[config.mk]
export PLATFORM = sky130hd
export DESIGN_NAME = msg_fifo_pair
export DESIGN_NICKNAME = d
export VERILOG_FILES = /design/src/rtl/msg_fifo_pkg.sv /design/src/rtl/msg_fifo_chan.sv /design/src/rtl/msg_fifo_regs.sv /design/src/rtl/msg_fifo_pair.sv
export SDC_FILE = /design/constraint.sdc
export NUM_CORES = 1
export LEC_CHECK = 0
export ABC_AREA = 1
export CAP_MARGIN = 20
export CORE_AREA = 2 2 269 271
export CTS_CLUSTER_DIAMETER = 200
export CTS_CLUSTER_SIZE = 14
export DETAILED_ROUTE_END_ITERATION = 7
export DIE_AREA = 0 0 271 273
export DONT_BUFFER_PORTS = 1
export PLACE_DENSITY = 0.56
export SLEW_MARGIN = 20
export SYNTH_ARGS = -nofsm -noshare
export SYNTH_HDL_FRONTEND = slang
export SYNTH_SLANG_ARGS = --single-unit
[constraint.sdc]
create_clock -name clk_i -period 11.1 [get_ports clk_i]
set_clock_uncertainty 0.15 [all_clocks]
set_input_delay 1.665 -clock clk_i [delete_from_list [all_inputs] [get_ports clk_i]]
set_output_delay 1.665 -clock clk_i [all_outputs]
set_load 0.01 [all_outputs]
[src/rtl/msg_fifo_pkg.sv]
package msg_fifo_pkg;
  localparam int WORD_W = 32;
  localparam int REG_W  = 2 * WORD_W;
  localparam int FLAG_N = 8;

  localparam int OFF_UP_DEQ  = 'h00;
  localparam int OFF_UP_STAT = 'h01;
  localparam int OFF_UP_SIG  = 'h02;
  localparam int OFF_UP_REQ  = 'h03;
  localparam int OFF_UP_RST  = 'h04;
  localparam int OFF_UP_ACK  = 'h05;
  localparam int OFF_DN_ENQ  = 'h10;
  localparam int OFF_DN_STAT = 'h11;
  localparam int OFF_DN_SIG  = 'h12;
  localparam int OFF_DN_REQ  = 'h13;
  localparam int OFF_DN_RST  = 'h14;
  localparam int OFF_DN_ACK  = 'h15;

  // Status bits are numbered from the MSB: bit b lives at word bit 31-b.
  function automatic logic [WORD_W-1:0] pack_status(
    input logic             is_up,
    input logic             head_valid,
    input logic             head_eot,
    input logic             err,
    input logic             own_req,
    input logic             oth_req,
    input logic             pend,
    input logic             full,
    input logic             empty,
    input logic [3:0]       cnt,
    input logic [FLAG_N-1:0] vmask,
    input logic [FLAG_N-1:0] emask
  );
    logic [WORD_W-1:0] s;
    s = '0;
    s[31] = is_up & head_valid;
    s[30] = is_up & head_eot;
    s[29] = err;
    s[25] = own_req;
    s[24] = oth_req;
    s[23] = pend;
    s[21] = full;
    s[20] = empty;
    s[19:16] = cnt;
    for (int p = 0; p < FLAG_N; p++) begin
      s[15-p] = vmask[p];
      s[7-p]  = emask[p];
    end
    return s;
  endfunction
endpackage

[src/rtl/msg_fifo_chan.sv]
module msg_fifo_chan #(
  parameter  int DEPTH  = 8,
  parameter  int DATA_W = 32,
  localparam int CW     = $clog2(DEPTH + 1)
) (
  input  logic              clk_i,
  input  logic              rst_ni,
  input  logic              push_i,
  input  logic [DATA_W-1:0] push_data_i,
  input  logic              pop_i,
  input  logic              sig_eot_i,
  input  logic              ack_eot_i,
  input  logic              req_rst_i,
  input  logic              do_rst_i,
  output logic [DATA_W-1:0] head_data_o,
  output logic              head_valid_o,
  output logic              head_eot_o,
  output logic [CW-1:0]     cnt_o,
  output logic              full_o,
  output logic              empty_o,
  output logic [DEPTH-1:0]  pos_valid_o,
  output logic [DEPTH-1:0]  pos_eot_o,
  output logic              req_o,
  output logic              eot_pend_o,
  output logic              err_o
);
  localparam int PW = (DEPTH > 1) ? $clog2(DEPTH) : 1;

  logic [DATA_W-1:0] mem_q [DEPTH];
  logic [DEPTH-1:0]  eot_q;
  logic [PW-1:0]     rd_q, wr_q, last_idx;
  logic [CW-1:0]     cnt_q;
  logic              req_q, pend_q, err_q;
  logic              eff_pop, eff_push, remain_nz, marker, tag_last, wr_en;

  function automatic logic [PW-1:0] inc_ptr(input logic [PW-1:0] p);
    return (p == PW'(DEPTH - 1)) ? '0 : p + 1'b1;
  endfunction

  assign full_o    = (cnt_q == CW'(DEPTH));
  assign empty_o   = (cnt_q == '0);
  assign eff_pop   = pop_i & ~empty_o;
  assign eff_push  = push_i & ~full_o;
  assign remain_nz = (cnt_q - CW'(eff_pop)) != '0;
  // EOT goes onto a same-cycle push, else the newest entry, else a marker
  assign marker    = sig_eot_i & ~eff_push & ~remain_nz;
  assign tag_last  = sig_eot_i & ~eff_push & remain_nz;
  assign wr_en     = eff_push | marker;
  assign last_idx  = (wr_q == '0) ? PW'(DEPTH - 1) : wr_q - 1'b1;

  always_ff @(posedge clk_i) begin
    if (wr_en && !do_rst_i) mem_q[wr_q] <= eff_push ? push_data_i : '0;
  end

  always_ff @(posedge clk_i or negedge rst_ni) begin
    if (!rst_ni) begin
      rd_q <= '0; wr_q <= '0; cnt_q <= '0; eot_q <= '0;
      req_q <= 1'b0; pend_q <= 1'b0; err_q <= 1'b0;
    end else if (do_rst_i) begin
      rd_q <= '0; wr_q <= '0; cnt_q <= '0; eot_q <= '0;
      req_q <= 1'b0; pend_q <= 1'b0; err_q <= 1'b0;
    end else begin
      if (wr_en) begin
        eot_q[wr_q] <= sig_eot_i;
        wr_q        <= inc_ptr(wr_q);
      end
      if (tag_last) eot_q[last_idx] <= 1'b1;
      if (eff_pop) rd_q <= inc_ptr(rd_q);
      cnt_q <= cnt_q + CW'(wr_en) - CW'(eff_pop);
      if (req_rst_i) req_q <= 1'b1;
      if (sig_eot_i) pend_q <= 1'b1;
      else if (ack_eot_i) pend_q <= 1'b0;
      if (push_i && full_o) err_q <= 1'b1;
    end
  end

  assign head_valid_o = ~empty_o;
  assign head_data_o  = empty_o ? '0 : mem_q[rd_q];
  assign head_eot_o   = ~empty_o & eot_q[rd_q];
  assign cnt_o        = cnt_q;
  assign req_o        = req_q;
  assign eot_pend_o   = pend_q;
  assign err_o        = err_q;

  for (genvar p = 0; p < DEPTH; p++) begin : g_pos
    logic [PW:0]   pos_sum;
    logic [PW-1:0] pos_idx;
    assign pos_sum = {1'b0, rd_q} + (PW+1)'(p);
    assign pos_idx = (pos_sum >= (PW+1)'(DEPTH)) ? PW'(pos_sum - (PW+1)'(DEPTH))
                                                 : PW'(pos_sum);
    assign pos_valid_o[p] = (CW'(p) < cnt_q);
    assign pos_eot_o[p]   = (CW'(p) < cnt_q) & eot_q[pos_idx];
  end

  p_cnt_bound_r2: assert property (@(posedge clk_i) disable iff (!rst_ni)
    cnt_q <= CW'(DEPTH));
  p_drop_full_r5: assert property (@(posedge clk_i) disable iff (!rst_ni)
    (push_i && full_o && !pop_i && !sig_eot_i && !do_rst_i)
      |=> (cnt_q == $past(cnt_q) && err_o));
  p_empty_pop_r3: assert property (@(posedge clk_i) disable iff (!rst_ni)
    (pop_i && empty_o && !push_i && !sig_eot_i && !do_rst_i) |=> empty_o);
  p_sig_pend_r6: assert property (@(posedge clk_i) disable iff (!rst_ni)
    (sig_eot_i && !do_rst_i) |=> (eot_pend_o && !empty_o));
  p_ack_clear_r6: assert property (@(posedge clk_i) disable iff (!rst_ni)
    (ack_eot_i && !sig_eot_i && !do_rst_i) |=> !eot_pend_o);
  p_req_hold_r7: assert property (@(posedge clk_i) disable iff (!rst_ni)
    (req_rst_i && !do_rst_i) |=> req_o);
  p_perform_r7: assert property (@(posedge clk_i) disable iff (!rst_ni)
    do_rst_i |=> (empty_o && !req_o && !err_o && !eot_pend_o));
endmodule

[src/rtl/msg_fifo_regs.sv]
module msg_fifo_regs
  import msg_fifo_pkg::*;
#(
  parameter int ADDR_W = 5
) (
  input  logic              req_i,
  input  logic              we_i,
  input  logic [ADDR_W-1:0] addr_i,
  input  logic [WORD_W-1:0] up_head_i,
  input  logic [WORD_W-1:0] up_status_i,
  input  logic [WORD_W-1:0] dn_status_i,
  output logic [REG_W-1:0]  rdata_o,
  output logic              up_pop_o,
  output logic              up_sig_o,
  output logic              up_req_o,
  output logic              up_rst_o,
  output logic              up_ack_o,
  output logic              dn_push_o,
  output logic              dn_sig_o,
  output logic              dn_req_o,
  output logic              dn_rst_o,
  output logic              dn_ack_o
);
  logic rd, wr;
  assign rd = req_i & ~we_i;
  assign wr = req_i & we_i;

  assign up_pop_o  = rd & (addr_i == ADDR_W'(OFF_UP_DEQ));
  assign up_sig_o  = wr & (addr_i == ADDR_W'(OFF_UP_SIG));
  assign up_req_o  = wr & (addr_i == ADDR_W'(OFF_UP_REQ));
  assign up_rst_o  = wr & (addr_i == ADDR_W'(OFF_UP_RST));
  assign up_ack_o  = wr & (addr_i == ADDR_W'(OFF_UP_ACK));
  assign dn_push_o = wr & (addr_i == ADDR_W'(OFF_DN_ENQ));
  assign dn_sig_o  = wr & (addr_i == ADDR_W'(OFF_DN_SIG));
  assign dn_req_o  = wr & (addr_i == ADDR_W'(OFF_DN_REQ));
  assign dn_rst_o  = wr & (addr_i == ADDR_W'(OFF_DN_RST));
  assign dn_ack_o  = wr & (addr_i == ADDR_W'(OFF_DN_ACK));

  always_comb begin
    rdata_o = '0;
    if (rd) begin
      if (addr_i == ADDR_W'(OFF_UP_DEQ))       rdata_o = {up_head_i, up_status_i};
      else if (addr_i == ADDR_W'(OFF_UP_STAT)) rdata_o = {up_status_i, {WORD_W{1'b0}}};
      else if (addr_i == ADDR_W'(OFF_DN_STAT)) rdata_o = {dn_status_i, {WORD_W{1'b0}}};
    end
  end

  always_comb begin
    p_one_action_r1: assert ($onehot0({up_pop_o, up_sig_o, up_req_o, up_rst_o, up_ack_o,
                                       dn_push_o, dn_sig_o, dn_req_o, dn_rst_o, dn_ack_o}));
  end
endmodule

[src/rtl/msg_fifo_pair.sv]
module msg_fifo_pair
  import msg_fifo_pkg::*;
#(
  parameter int DEPTH  = 8,
  parameter int ADDR_W = 5
) (
  input  logic              clk_i,
  input  logic              rst_ni,
  input  logic              reg_req_i,
  input  logic              reg_we_i,
  input  logic [ADDR_W-1:0] reg_addr_i,
  input  logic [63:0]       reg_wdata_i,
  output logic [63:0]       reg_rdata_o,
  input  logic              up_push_i,
  input  logic [31:0]       up_data_i,
  output logic              up_full_o,
  input  logic              dn_pop_i,
  output logic              dn_valid_o,
  output logic              dn_eot_o,
  output logic [31:0]       dn_data_o
);
  localparam int CW = $clog2(DEPTH + 1);

  if (DEPTH > FLAG_N || DEPTH < 1) begin : g_bad_depth
    $error("DEPTH must lie in 1..8 to fit the status flag fields");
  end

  logic up_pop, up_sig, up_req, up_rst, up_ack;
  logic dn_push, dn_sig, dn_req, dn_rst, dn_ack;

  logic [WORD_W-1:0] up_head, up_status, dn_status;
  logic              up_hv, up_he, up_empty, up_rq, up_pend, up_err;
  logic              dn_full, dn_empty, dn_rq, dn_pend, dn_err;
  logic [CW-1:0]     up_cnt, dn_cnt;
  logic [DEPTH-1:0]  up_pv, up_pe, dn_pv, dn_pe;
  logic              unused_wlo;

  assign unused_wlo = ^reg_wdata_i[WORD_W-1:0];

  msg_fifo_regs #(.ADDR_W(ADDR_W)) regs_i (
    .req_i(reg_req_i), .we_i(reg_we_i), .addr_i(reg_addr_i),
    .up_head_i(up_head), .up_status_i(up_status), .dn_status_i(dn_status),
    .rdata_o(reg_rdata_o),
    .up_pop_o(up_pop), .up_sig_o(up_sig), .up_req_o(up_req), .up_rst_o(up_rst),
    .up_ack_o(up_ack), .dn_push_o(dn_push), .dn_sig_o(dn_sig), .dn_req_o(dn_req),
    .dn_rst_o(dn_rst), .dn_ack_o(dn_ack)
  );

  msg_fifo_chan #(.DEPTH(DEPTH), .DATA_W(WORD_W)) up_i (
    .clk_i, .rst_ni,
    .push_i(up_push_i), .push_data_i(up_data_i), .pop_i(up_pop),
    .sig_eot_i(up_sig), .ack_eot_i(up_ack), .req_rst_i(up_req), .do_rst_i(up_rst),
    .head_data_o(up_head), .head_valid_o(up_hv), .head_eot_o(up_he),
    .cnt_o(up_cnt), .full_o(up_full_o), .empty_o(up_empty),
    .pos_valid_o(up_pv), .pos_eot_o(up_pe),
    .req_o(up_rq), .eot_pend_o(up_pend), .err_o(up_err)
  );

  msg_fifo_chan #(.DEPTH(DEPTH), .DATA_W(WORD_W)) dn_i (
    .clk_i, .rst_ni,
    .push_i(dn_push), .push_data_i(reg_wdata_i[REG_W-1:WORD_W]), .pop_i(dn_pop_i),
    .sig_eot_i(dn_sig), .ack_eot_i(dn_ack), .req_rst_i(dn_req), .do_rst_i(dn_rst),
    .head_data_o(dn_data_o), .head_valid_o(dn_valid_o), .head_eot_o(dn_eot_o),
    .cnt_o(dn_cnt), .full_o(dn_full), .empty_o(dn_empty),
    .pos_valid_o(dn_pv), .pos_eot_o(dn_pe),
    .req_o(dn_rq), .eot_pend_o(dn_pend), .err_o(dn_err)
  );

  // Own request sits in bit 6, the other queue's in bit 7
  assign up_status = pack_status(1'b1, up_hv, up_he, up_err, up_rq, dn_rq, up_pend,
                                 up_full_o, up_empty, 4'(up_cnt),
                                 FLAG_N'(up_pv), FLAG_N'(up_pe));
  assign dn_status = pack_status(1'b0, dn_valid_o, dn_eot_o, dn_err, dn_rq, up_rq, dn_pend,
                                 dn_full, dn_empty, 4'(dn_cnt),
                                 FLAG_N'(dn_pv), FLAG_N'(dn_pe));
endmodule

# After elaboration in Yosys (flattened, before gate mapping)
# Memories as Yosys holds them, arrays and structs flattened.
# Cells that the tools add are included.
[classes]
n_mux = 112
n_bitwise = 53
magnitude_cmp = 58
n_reduce_logical = 27
n_eq_ne = 17
addsub = 42
[op_table]
columns = ["cell", "n"]
rows = [
  ["2-to-1 mux 64 bit", 3],
  ["2-to-1 mux 32 bit", 4],
  ["2-to-1 mux 3 bit", 30],
  ["< comparator 3 x 4 -> 1 bit (second input constant)", 22],
  ["2-to-1 mux 8 bit", 8],
  ["2-to-1 mux 62 bit", 1],
  ["greater-or-equal comparator 4 bit (second input constant)", 14],
  ["binary-select mux 1 bit (select 3 bit)", 18],
  ["subtractor 3 x 1 -> 3 bit (second input constant)", 18],
  ["AND 1 bit", 40],
  ["2-to-1 mux 1 bit", 40],
  ["adder 3 x 3 -> 4 bit (second input constant)", 8],
  ["< comparator 3 x 4 -> 1 bit (first input constant)", 8],
  ["equality test 5 bit (second input constant)", 6],
  ["adder 3 x 2 -> 4 bit (second input constant)", 4],
  ["bitwise mux 8 bit", 2],
  ["< comparator 1 x 4 -> 1 bit (first input constant)", 4],
  ["< comparator 2 x 4 -> 1 bit (first input constant)", 4],
  ["OR 8 bit", 2],
  ["nonzero test 2 bit", 8],
  ["subtractor 4 x 1 -> 4 bit", 4],
  ["adder 3 x 1 -> 3 bit (second input constant)", 4],
  ["demux 1 bit (select 3 bit)", 4],
  ["equality test 3 bit (second input constant)", 4],
  ["other kinds (18)", 49],
]
[word_totals]
out_inout_bits = 99
mem_bits_rw = 512
regBits = 42
inputBits = 107
mem_count = 2
word_cells = 325
[memory_table]
columns = ["memory", "words", "width", "rd", "rd_clocked_by_memory_dff", "wr", "line_no", "text"]
rows = [
  ["dn_i.mem_q", 8, 32, 1, 0, 1, "msg_fifo_chan.sv:29", "logic [DATA_W-1:0] mem_q [DEPTH];"],
  ["up_i.mem_q", 8, 32, 1, 0, 1, "msg_fifo_chan.sv:29", ""],
]

# Depth between registers and ports, before layout
# Gate-level depths: netlist of run 1.
[logic_depth]
ltp_word = 14
ltp_mapped = 23
ltp_nobuf = 21

# By module
# Synthesis of run 1 repeated with hierarchy kept, for this count alone.
[unflattened]
hier_cells = 2453
hier_area_um2 = 25612.1
[by_module_without_submodules]
columns = ["mod", "n_inst", "seq_area_each_um2", "area_each_um2", "cells_each"]
rows = [
  ["msg_fifo_chan at up_i", 1, 8212.9, 12016.5, 1055],
  ["msg_fifo_chan at dn_i", 1, 8212.9, 12004.0, 1046],
  ["msg_fifo_regs", 1, 0.0, 1587.8, 351],
  ["msg_fifo_pair", 1, 0.0, 3.8, 1],
]

# Least setup slack after synthesis of run 1
# OpenSTA, ideal clock, no wires.
[synth_path]
kind = "input-to-reg"
start = "input port reg_addr_i[3]"
end = "memory up_i.mem_q[0][0], enable pin"
setup_ps = 421
cell_stages = 17
setup_slack_ps = 5420
n_path_buf = 2
required_ps = 10529
t_arrival_ps = 5109
path_cell_list = "nor2_4 > nand2_2 > nor2_4 > nand3_1 > inv_1 > buf_4 > ha_1 > inv_1 > ha_1 > nor2_1 > nand3_1 > nor2_1 > nand2_4 > nand2_4 > buf_6 > nand2_4 > nor2_1"
[synth_via]
elab_chain_cells = 11
word_cells_on_any_way = 17
cone_classes = "add/sub: 1; eq/ne: 2; mux: 2; bitwise: 8; reduce/logical: 4"
[synth_lines]
columns = ["element", "line_no", "text"]
rows = [
  ["start, declared", "msg_fifo_pair.sv:11", "input logic [ADDR_W-1:0] reg_addr_i,"],
  ["logical NOT 5 bit", "msg_fifo_regs.sv:28", "assign up_pop_o = rd & (addr_i == ADDR_W'(OFF_UP_DEQ));"],
  ["AND 1 bit", "msg_fifo_regs.sv:28", ""],
  ["AND 1 bit", "msg_fifo_chan.sv:42", "assign eff_pop = pop_i & ~empty_o;"],
  ["subtractor 4 x 1 -> 4 bit", "msg_fifo_chan.sv:44", "assign remain_nz = (cnt_q - CW'(eff_pop)) != '0;"],
  ["nonzero test 4 bit", "msg_fifo_chan.sv:44", ""],
  ["NOT 1 bit", "msg_fifo_chan.sv:46", "assign marker = sig_eot_i & ~eff_push & ~remain_nz;"],
  ["AND 1 bit", "msg_fifo_chan.sv:46", ""],
  ["OR 1 bit", "msg_fifo_chan.sv:48", "assign wr_en = eff_push | marker;"],
  ["logical AND 1 bit *", "msg_fifo_chan.sv:52", "if (wr_en && !do_rst_i) mem_q[wr_q] <= eff_push ? push_data_i : '0;"],
  ["2-to-1 mux 1 bit * (2 in a row)", "msg_fifo_chan.sv:52", ""],
  ["end, declared", "msg_fifo_chan.sv:29", ""],
]
# Every way passes the cells marked *; elsewhere a longest branch is shown, timed or not.

# Worst setup path in the final report of run 1
[layout_path]
start = "register up_i.rd_q[0]"
end = "output port reg_rdata_o[37]"
[layout_via]
elab_chain_cells = 9
word_cells_on_any_way = 12
cone_classes = "add/sub: 2; order compare: 1; mux: 7; bitwise: 1; memory: 1"
[layout_lines]
columns = ["element", "line_no", "text"]
rows = [
  ["start, declared", "msg_fifo_chan.sv:31", "logic [PW-1:0] rd_q, wr_q, last_idx;"],
  ["start signal, assigned", "msg_fifo_chan.sv:68", "if (eff_pop) rd_q <= inc_ptr(rd_q);"],
  ["adder 3 x 2 -> 4 bit", "msg_fifo_chan.sv:88", "assign pos_sum = {1'b0, rd_q} + (PW+1)'(p);"],
  ["greater-or-equal comparator 4 bit or subtractor 3 x 1 -> 3 bit (tied branches)", "msg_fifo_chan.sv:89", "assign pos_idx = (pos_sum >= (PW+1)'(DEPTH)) ? PW'(pos_sum - (PW+1)'(DEPTH))"],
  ["2-to-1 mux 3 bit", "msg_fifo_chan.sv:89", ""],
  ["binary-select mux 1 bit (select 3 bit)", "msg_fifo_chan.sv:92", "assign pos_eot_o[p] = (CW'(p) < cnt_q) & eot_q[pos_idx];"],
  ["2-to-1 mux 1 bit (not written as such)", "msg_fifo_chan.sv:92", ""],
  ["AND 1 bit", "msg_fifo_chan.sv:92", ""],
  ["2-to-1 mux 64 bit", "msg_fifo_regs.sv:43", "else if (addr_i == ADDR_W'(OFF_UP_STAT)) rdata_o = {up_status_i, {WORD_W{1'b0}}};"],
  ["2-to-1 mux 64 bit *", "msg_fifo_regs.sv:42", "if (addr_i == ADDR_W'(OFF_UP_DEQ)) rdata_o = {up_head_i, up_status_i};"],
  ["2-to-1 mux 64 bit *", "msg_fifo_regs.sv:41", "if (rd) begin"],
  ["end, declared", "msg_fifo_pair.sv:13", "output logic [63:0] reg_rdata_o,"],
]
# Every way passes the cells marked *; elsewhere a longest branch is shown, timed or not. The select of a mux whose other input is x is not followed.

==> summary.txt, run 1 <==
Status = finished, final reports clean
Post-layout minimum cycle time = 6.00 ns
Yosys warning total = 0
Crit share post-route = 54.0%
Crit end category = output port
Synth Register Bits = 554
CP Launch Type = flip-flop
EDFF count, synth = 512
Clock Path Buffers = 3
Max_cap viols = 0
Gr usage total = 17.4%
Required time of the worst setup path = 9.29 ns
Via density per instance = 5.26
Post-Syn Instances = 2270
Hold Crit Class = reg -> reg
Pin count of the biggest net entering global routing = 99
Max Used Layer = met5
Syn Std Cell Area = 24600 um^2
Setup Buffers After CTS = 0
H-tree depth = 2
Slew Limit Fails = 0
Share of cells above drive strength 1 = 6.14%
Sequential element share of the synthesized area = 66.8%
Final GP Congestion = 0.969
Crit Path Max Fanout = 96
Width of the chip = 271 um
Vias in the first global route = 15900
First-pass GRT wire length = 98300 um
Detailed Route Iter0 Violations = 1506
Least-Margin Pin Slew = 1.05 ns
Synth cell types = 46
Initial Utilization = 34.6%
Final nets = 2371
RSZ-0062 raised after global routing = no
Worst-Skew Late Latency = 0.59 ns
# IOs = 206
Die ar. = 74000 um^2
WHS Path Cells = 2
Clock sinks = 554
Post-route ant nets = 0
Post-placement cell count = 3130
CTS Hold Bufs = 0
Met1 Wirelength = 28200 um
Number of antenna diodes = 0
Met2 wire len = 31900 um
Mean Syn Cell Area = 10.8 um^2
Initial antenna violation count = 2
CTS tree = done
Number of fill cells in the layout = 6832
Ys async rst share = 7.58%
Pwr/cell area = 231 nW/um^2
Final Hold Viols = 0
Final setup TNS = 0 ns
P&R area growth vs syn = 8.99%
Fmax = 167 MHz
Post-Route WL = 66300 um
IO buf count = 0
Non-Filler Instances = 3197
Worst VDD drop = 0.142 mV
Root Buffer = clkbuf_16
Post-CTS Resized = 0
FP Rows = 98
DR vias = 16800
Wire per inst = 20.7 um
WL met3 = 4960 um
Max transition margin = 30.1%
Worst reg-to-reg path cell count = 20
Arr. time, crit path = 4.18 ns
Setup CP Type = reg -> out
Detailed placer's ending HPWL = 38400 um
# setup viols final = 0
Drc violations = 0
Num CTS Buffers = 45
Synth top area share = 62.5%
Leakage power = 9.85 nW
Most used DFF post-synth = edfxtp_1
Placeable Area = 71000 um^2
Clock slew at reported path FFs = 0.07 ns
Die span in y = 273 um
Dominant cells by area after synthesis = edfxtp_1 63%, nor2_1 7.3%, o21ai_0 7.0%
TritonRoute pass-1 iters = 6
Total grt overflow = 0
Yosys top cell by area = edfxtp_1
-- metrics by stage --
step                power [W]  hold WS (ns)  util (%)  instance area [um^2]  setup WS, ns
global placement      0.00468         0.351      36.0                 25500          5.39
global route          0.00658         0.427      37.7                 26800          4.88
CTS                   0.00623         0.368      37.7                 26800          5.05
finish                0.00619         0.363      37.7                 26800          5.10
floorplan             0.00411         0.313         -                 24600          5.42
detailed placement    0.00473         0.349      36.0                 25500          5.33
-- cells in the final DEF, fill, tap and decap left out, types with 2 or more instances in the layout --
cell       count
dfrtp_4        3
o21ai_0      345
clkbuf_16     45
o21a_1        13
nor3_1         2
nand2_4        4
a21oi_1       34
xnor2_1        2
nor2_2         8
dfrtp_1       39
nand3_1       57
edfxtp_1     512
a41oi_1        2
a22oi_1        8
o211ai_1      12
nor2_4        19
xor2_1         2
o2111ai_1      5
a31oi_1       17
conb_1         4
inv_1        168
ha_1          35
inv_16         2
nand2_2        5
inv_2          9
buf_4         32
o22ai_1       93
nand2_1      222
or2_2          3
nand4_1       13
clkbuf_1      18
nor2_1       460
clkinv_2       2
clkinv_1       2
fa_1           2
o21ai_1       37
-- final cells by class --
cell class                 count  area, um^2  area share (%)
sequential                   554       16400            61.3
clock buffer                  63        1190            4.45
inverter                     180         678            2.53
multi-input combinational   1414        6990            26.1
timing repair buffer          32         240           0.896
clock inverter                 4        73.8           0.275
tap                          950        1190            4.44
-- routing by layer --
layer	global-route usage, %	vias to the layer above
li1	-	7829
met1	23.2	8341
met2	29.0	538
met3	3.85	94
met4	4.13	4
met5	0	-
-- critical path, cell delays in order, from the launching register on --
cell and delay (ns):
dfrtp_4 0.95, clkinv_2 0.63, buf_4 0.60, o21ai_0 0.31
o22ai_1 0.12, o21ai_0 0.54, nand2_1 0.33
-- Yosys cell counts, types with 2 or more instances --
cell	instances
o2111ai_1	5
edfxtp_1	512
dfrtp_1	42
inv_1	169
a21oi_1	34
a41oi_1	2
a22oi_1	8
buf_6	5
a31oi_1	17
clkbuf_1	62
nor2_2	8
nand4_1	13
nor2_1	475
nand2_2	5
or2_2	3
xnor2_1	2
nand2_1	222
o211ai_1	12
o21ai_1	37
nor3_1	2
nand3_1	57
nor2_4	4
buf_2	38
inv_2	10
fa_1	2
o21a_1	13
o22ai_1	93
o21ai_0	345
buf_4	18
ha_1	35
xor2_1	2
nand2_4	4
-- worst paths after layout --
| path | startpoint | to | slack, ns |
|---|---|---|---|
| max reg2reg | up_i.cnt_o[3] | up_i.mem_q[4][13] | 6.11 |
| max | up_i.rd_q[0] | reg_rdata_o[37] | 5.10 |
| min in group asynchronous | rst_ni | up_i.eot_q[1] | 0.62 |
| min | dn_i.err_o | dn_i.err_o | 0.36 |
| min reg2reg | dn_i.err_o | dn_i.err_o | 0.36 |
| max in group asynchronous | rst_ni | dn_i.rd_q[1] | 10.07 |
-- power by group --
group / internal [W] / switching, W / total, W
logic: 0.000574 / 0.00144 / 0.00201
clock network: 0.000772 / 0.000719 / 0.00149
registers: 0.00249 / 0.000189 / 0.00268
-- cells by family (layout without fill, tap and decap cells) --
logic type | Yosys count | in the layout | share of synthesized area [%]
simple gates | 798 | 798 | 13.1
compound gates | 570 | 570 | 12.7
flops | 554 | 554 | 66.8
buf+inv | 305 | 279 | 5.28
fa+ha+maj | 37 | 37 | 1.94
xor+xnor | 4 | 4 | 0.142
other cells | 1 | 4 | 0.0153
mux | 1 | 1 | 0.0407
-- sequential cells by signal (all words and copies together) (netlist names), 4 cells and up --
name / flops
dn_i.eot_q: 8
up_i.cnt_o: 4
dn_i.cnt_o: 4
up_i.eot_q: 8
dn_i.mem_q: 256
up_i.mem_q: 256
Note: power is estimated with default switching activity, not from simulation.
==> inputs of run 2 (changes only) <==
PLACE_DENSITY = 0.57   (was 0.56)
clock period = 5.32 ns   (was 11.1 ns; I/O delays follow)
==> summary.txt, run 2 (synthesis results as in run 1) <==
TritonRoute pass-1 iters = 7 (+1)
Drc violations = 0 (unchanged)
CP Launch Type = flip-flop
Pin count of the biggest net entering global routing = 83 (-16%)
Crit Path Max Fanout = 82 (-15%)
Vias in the first global route = 16400 (+3.4%)
Post-layout minimum cycle time = 4.46 ns
Most frequent cells in the layout = 512 x edfxtp_1, 460 x nor2_1, 345 x o21ai_0
Least-Margin Pin Slew = 1.08 ns (+0.0284 ns)
Number of fill cells in the layout = 6868 (+0.53%)
Fmax = 224 MHz
Worst VDD drop = 0.297 mV (+110%)
Num CTS Buffers = 45 (unchanged)
Total grt overflow = 0 (unchanged)
Gr usage total = 17.8% (+0.39 points)
Crit share post-route = 83.8%
Width of the chip = 271 um (unchanged)
Final nets = 2383 (+0.51%)
Hold Crit Class = in -> reg
P&R area growth vs syn = 9.55%
DR vias = 16800 (+0.17%)
H-tree depth = 2 (unchanged)
Commonest non-fill, non-tap cell in the layout = edfxtp_1
Die ar. = 74000 um^2 (unchanged)
Share of cells above drive strength 1 = 6.68% (+0.54 points)
Slew Limit Fails = 0 (unchanged)
Required time of the worst setup path = 4.37 ns (-4.92 ns)
Setup Buffers After CTS = 0 (unchanged)
Crit end category = output port
# setup viols final = 0 (unchanged)
Clock slew at reported path FFs = 0.08 ns (about the same)
Final GP Congestion = 0.904 (-6.6%)
Worst-Skew Late Latency = 0.60 ns (about the same)
Root Buffer = clkbuf_16
Initial Utilization = 34.6% (unchanged)
Post-CTS Resized = 0 (unchanged)
Arr. time, crit path = 3.51 ns (-0.67 ns)
FP Rows = 98 (unchanged)
Die span in y = 273 um (unchanged)
Post-route ant nets = 0 (unchanged)
Detailed Route Iter0 Violations = 1395 (-7.4%)
First-pass GRT wire length = 101000 um (+2.6%)
RSZ-0062 raised after global routing = no
Number of antenna diodes = 0 (unchanged)
Status = finished, final reports clean
Leakage power = 9.92 nW (+0.67%)
Clock Path Buffers = 3 (unchanged)
Initial antenna violation count = 2 (unchanged)
Clock sinks = 554 (unchanged)
Max_cap viols = 0 (unchanged)
CTS Hold Bufs = 2 (+2)
Post-Route WL = 67200 um (+1.4%)
IO buf count = 0 (unchanged)
Hold slack final = 0.201 ns (-0.163 ns)
Setup CP Type = reg -> out
# IOs = 206 (unchanged)
Detailed placer's ending HPWL = 39700 um (+3.4%)
Top flop regs = dn_i.mem_q (256), up_i.mem_q (256)
Pwr/cell area = 480 nW/um^2 (+110%)
Max transition margin = 28.1% (-2.0 points)
CTS tree = done
Wire per inst = 21.0 um (+1.0%)
Placeable Area = 71000 um^2 (unchanged)
Final Hold Viols = 0 (unchanged)
Via density per instance = 5.25 (-0.21%)
Final setup TNS = 0 ns (unchanged)
-- run 2: cell types whose count changed in the layout (fill, tap and decap cells not counted) --
cell	change
inv_6	+1
buf_12	+2
buf_16	+1
dfrtp_4	-1
dlygate4sd3_1	+1
inv_16	-2
clkinv_2	+2
dfrtp_2	+1
clkbuf_1	-1
buf_4	+8
clkinv_16	+2
inv_1	-1
bufinv_16	-1
-- run 2: stage by stage --
step                      std cells  utilization, %  power [W]  setup slack [ns]  cell area (um^2)
after CTS                      3209            37.9     0.0130             0.915             26900
after detailed placement       3140            36.1    0.00991             0.956             25600
after global routing           3209            37.9     0.0137             0.634             26900
after global placement         3140            36.1    0.00979             0.980             25600
after floorplan                2273               -    0.00857             0.507             24600
final                          3209            37.9     0.0129             0.864             26900
-- run 2: path summary, 6_finish.rpt --
kind	from	end	slack (ns)	cells after the start
min in group asynchronous	rst_ni	up_i.cnt_o[1]	0.55	2
setup reg to reg	up_i.cnt_o[3]	up_i.mem_q[4][4]	0.88	18
max in group asynchronous	rst_ni	up_i.rd_q[0]	4.21	2
setup / recovery	up_i.rd_q[0]	reg_rdata_o[35]	0.86	6
hold / removal	reg_addr_i[4]	dn_i.req_o	0.20	2
hold reg to reg	dn_i.err_o	dn_i.err_o	0.40	2
-- run 2: area by class of cell --
cell class	count	area, um^2	area share [%]
Clock buffer	62	1190	4.42
Clock inverter	5	78.8	0.293
Inverter	180	678	2.52
Multi-Input combinational cell	1414	6990	25.9
Sequential cell	554	16400	61.0
Tap cell	950	1190	4.41
Timing Repair Buffer	44	378	1.40
-- run 2: where the power goes --
part / internal (W) / switching (W) / total (W)
clock network: 0.00157 / 0.00152 / 0.00308
logic: 0.00124 / 0.00319 / 0.00443
registers: 0.00521 / 0.000201 / 0.00541
-- run 2: per-layer routing --
layer / share of wire, % / up-vias / track usage, %
li1: - / 7842 / -
met1: 44 / 8358 / 23.9
met2: 47 / 544 / 29.6
met3: 6.4 / 86 / 3.26
met4: 2.0 / 4 / 4.81
met5: 0.034 / - / 0
-- run 2: worst max-delay path: stages (launching register included) --
cell	delay (ns)
dfrtp_4	0.41
buf_4	0.54
buf_4	0.77
o21ai_0	0.24
o22ai_1	0.18
o21ai_0	0.33
nand2_1	0.35
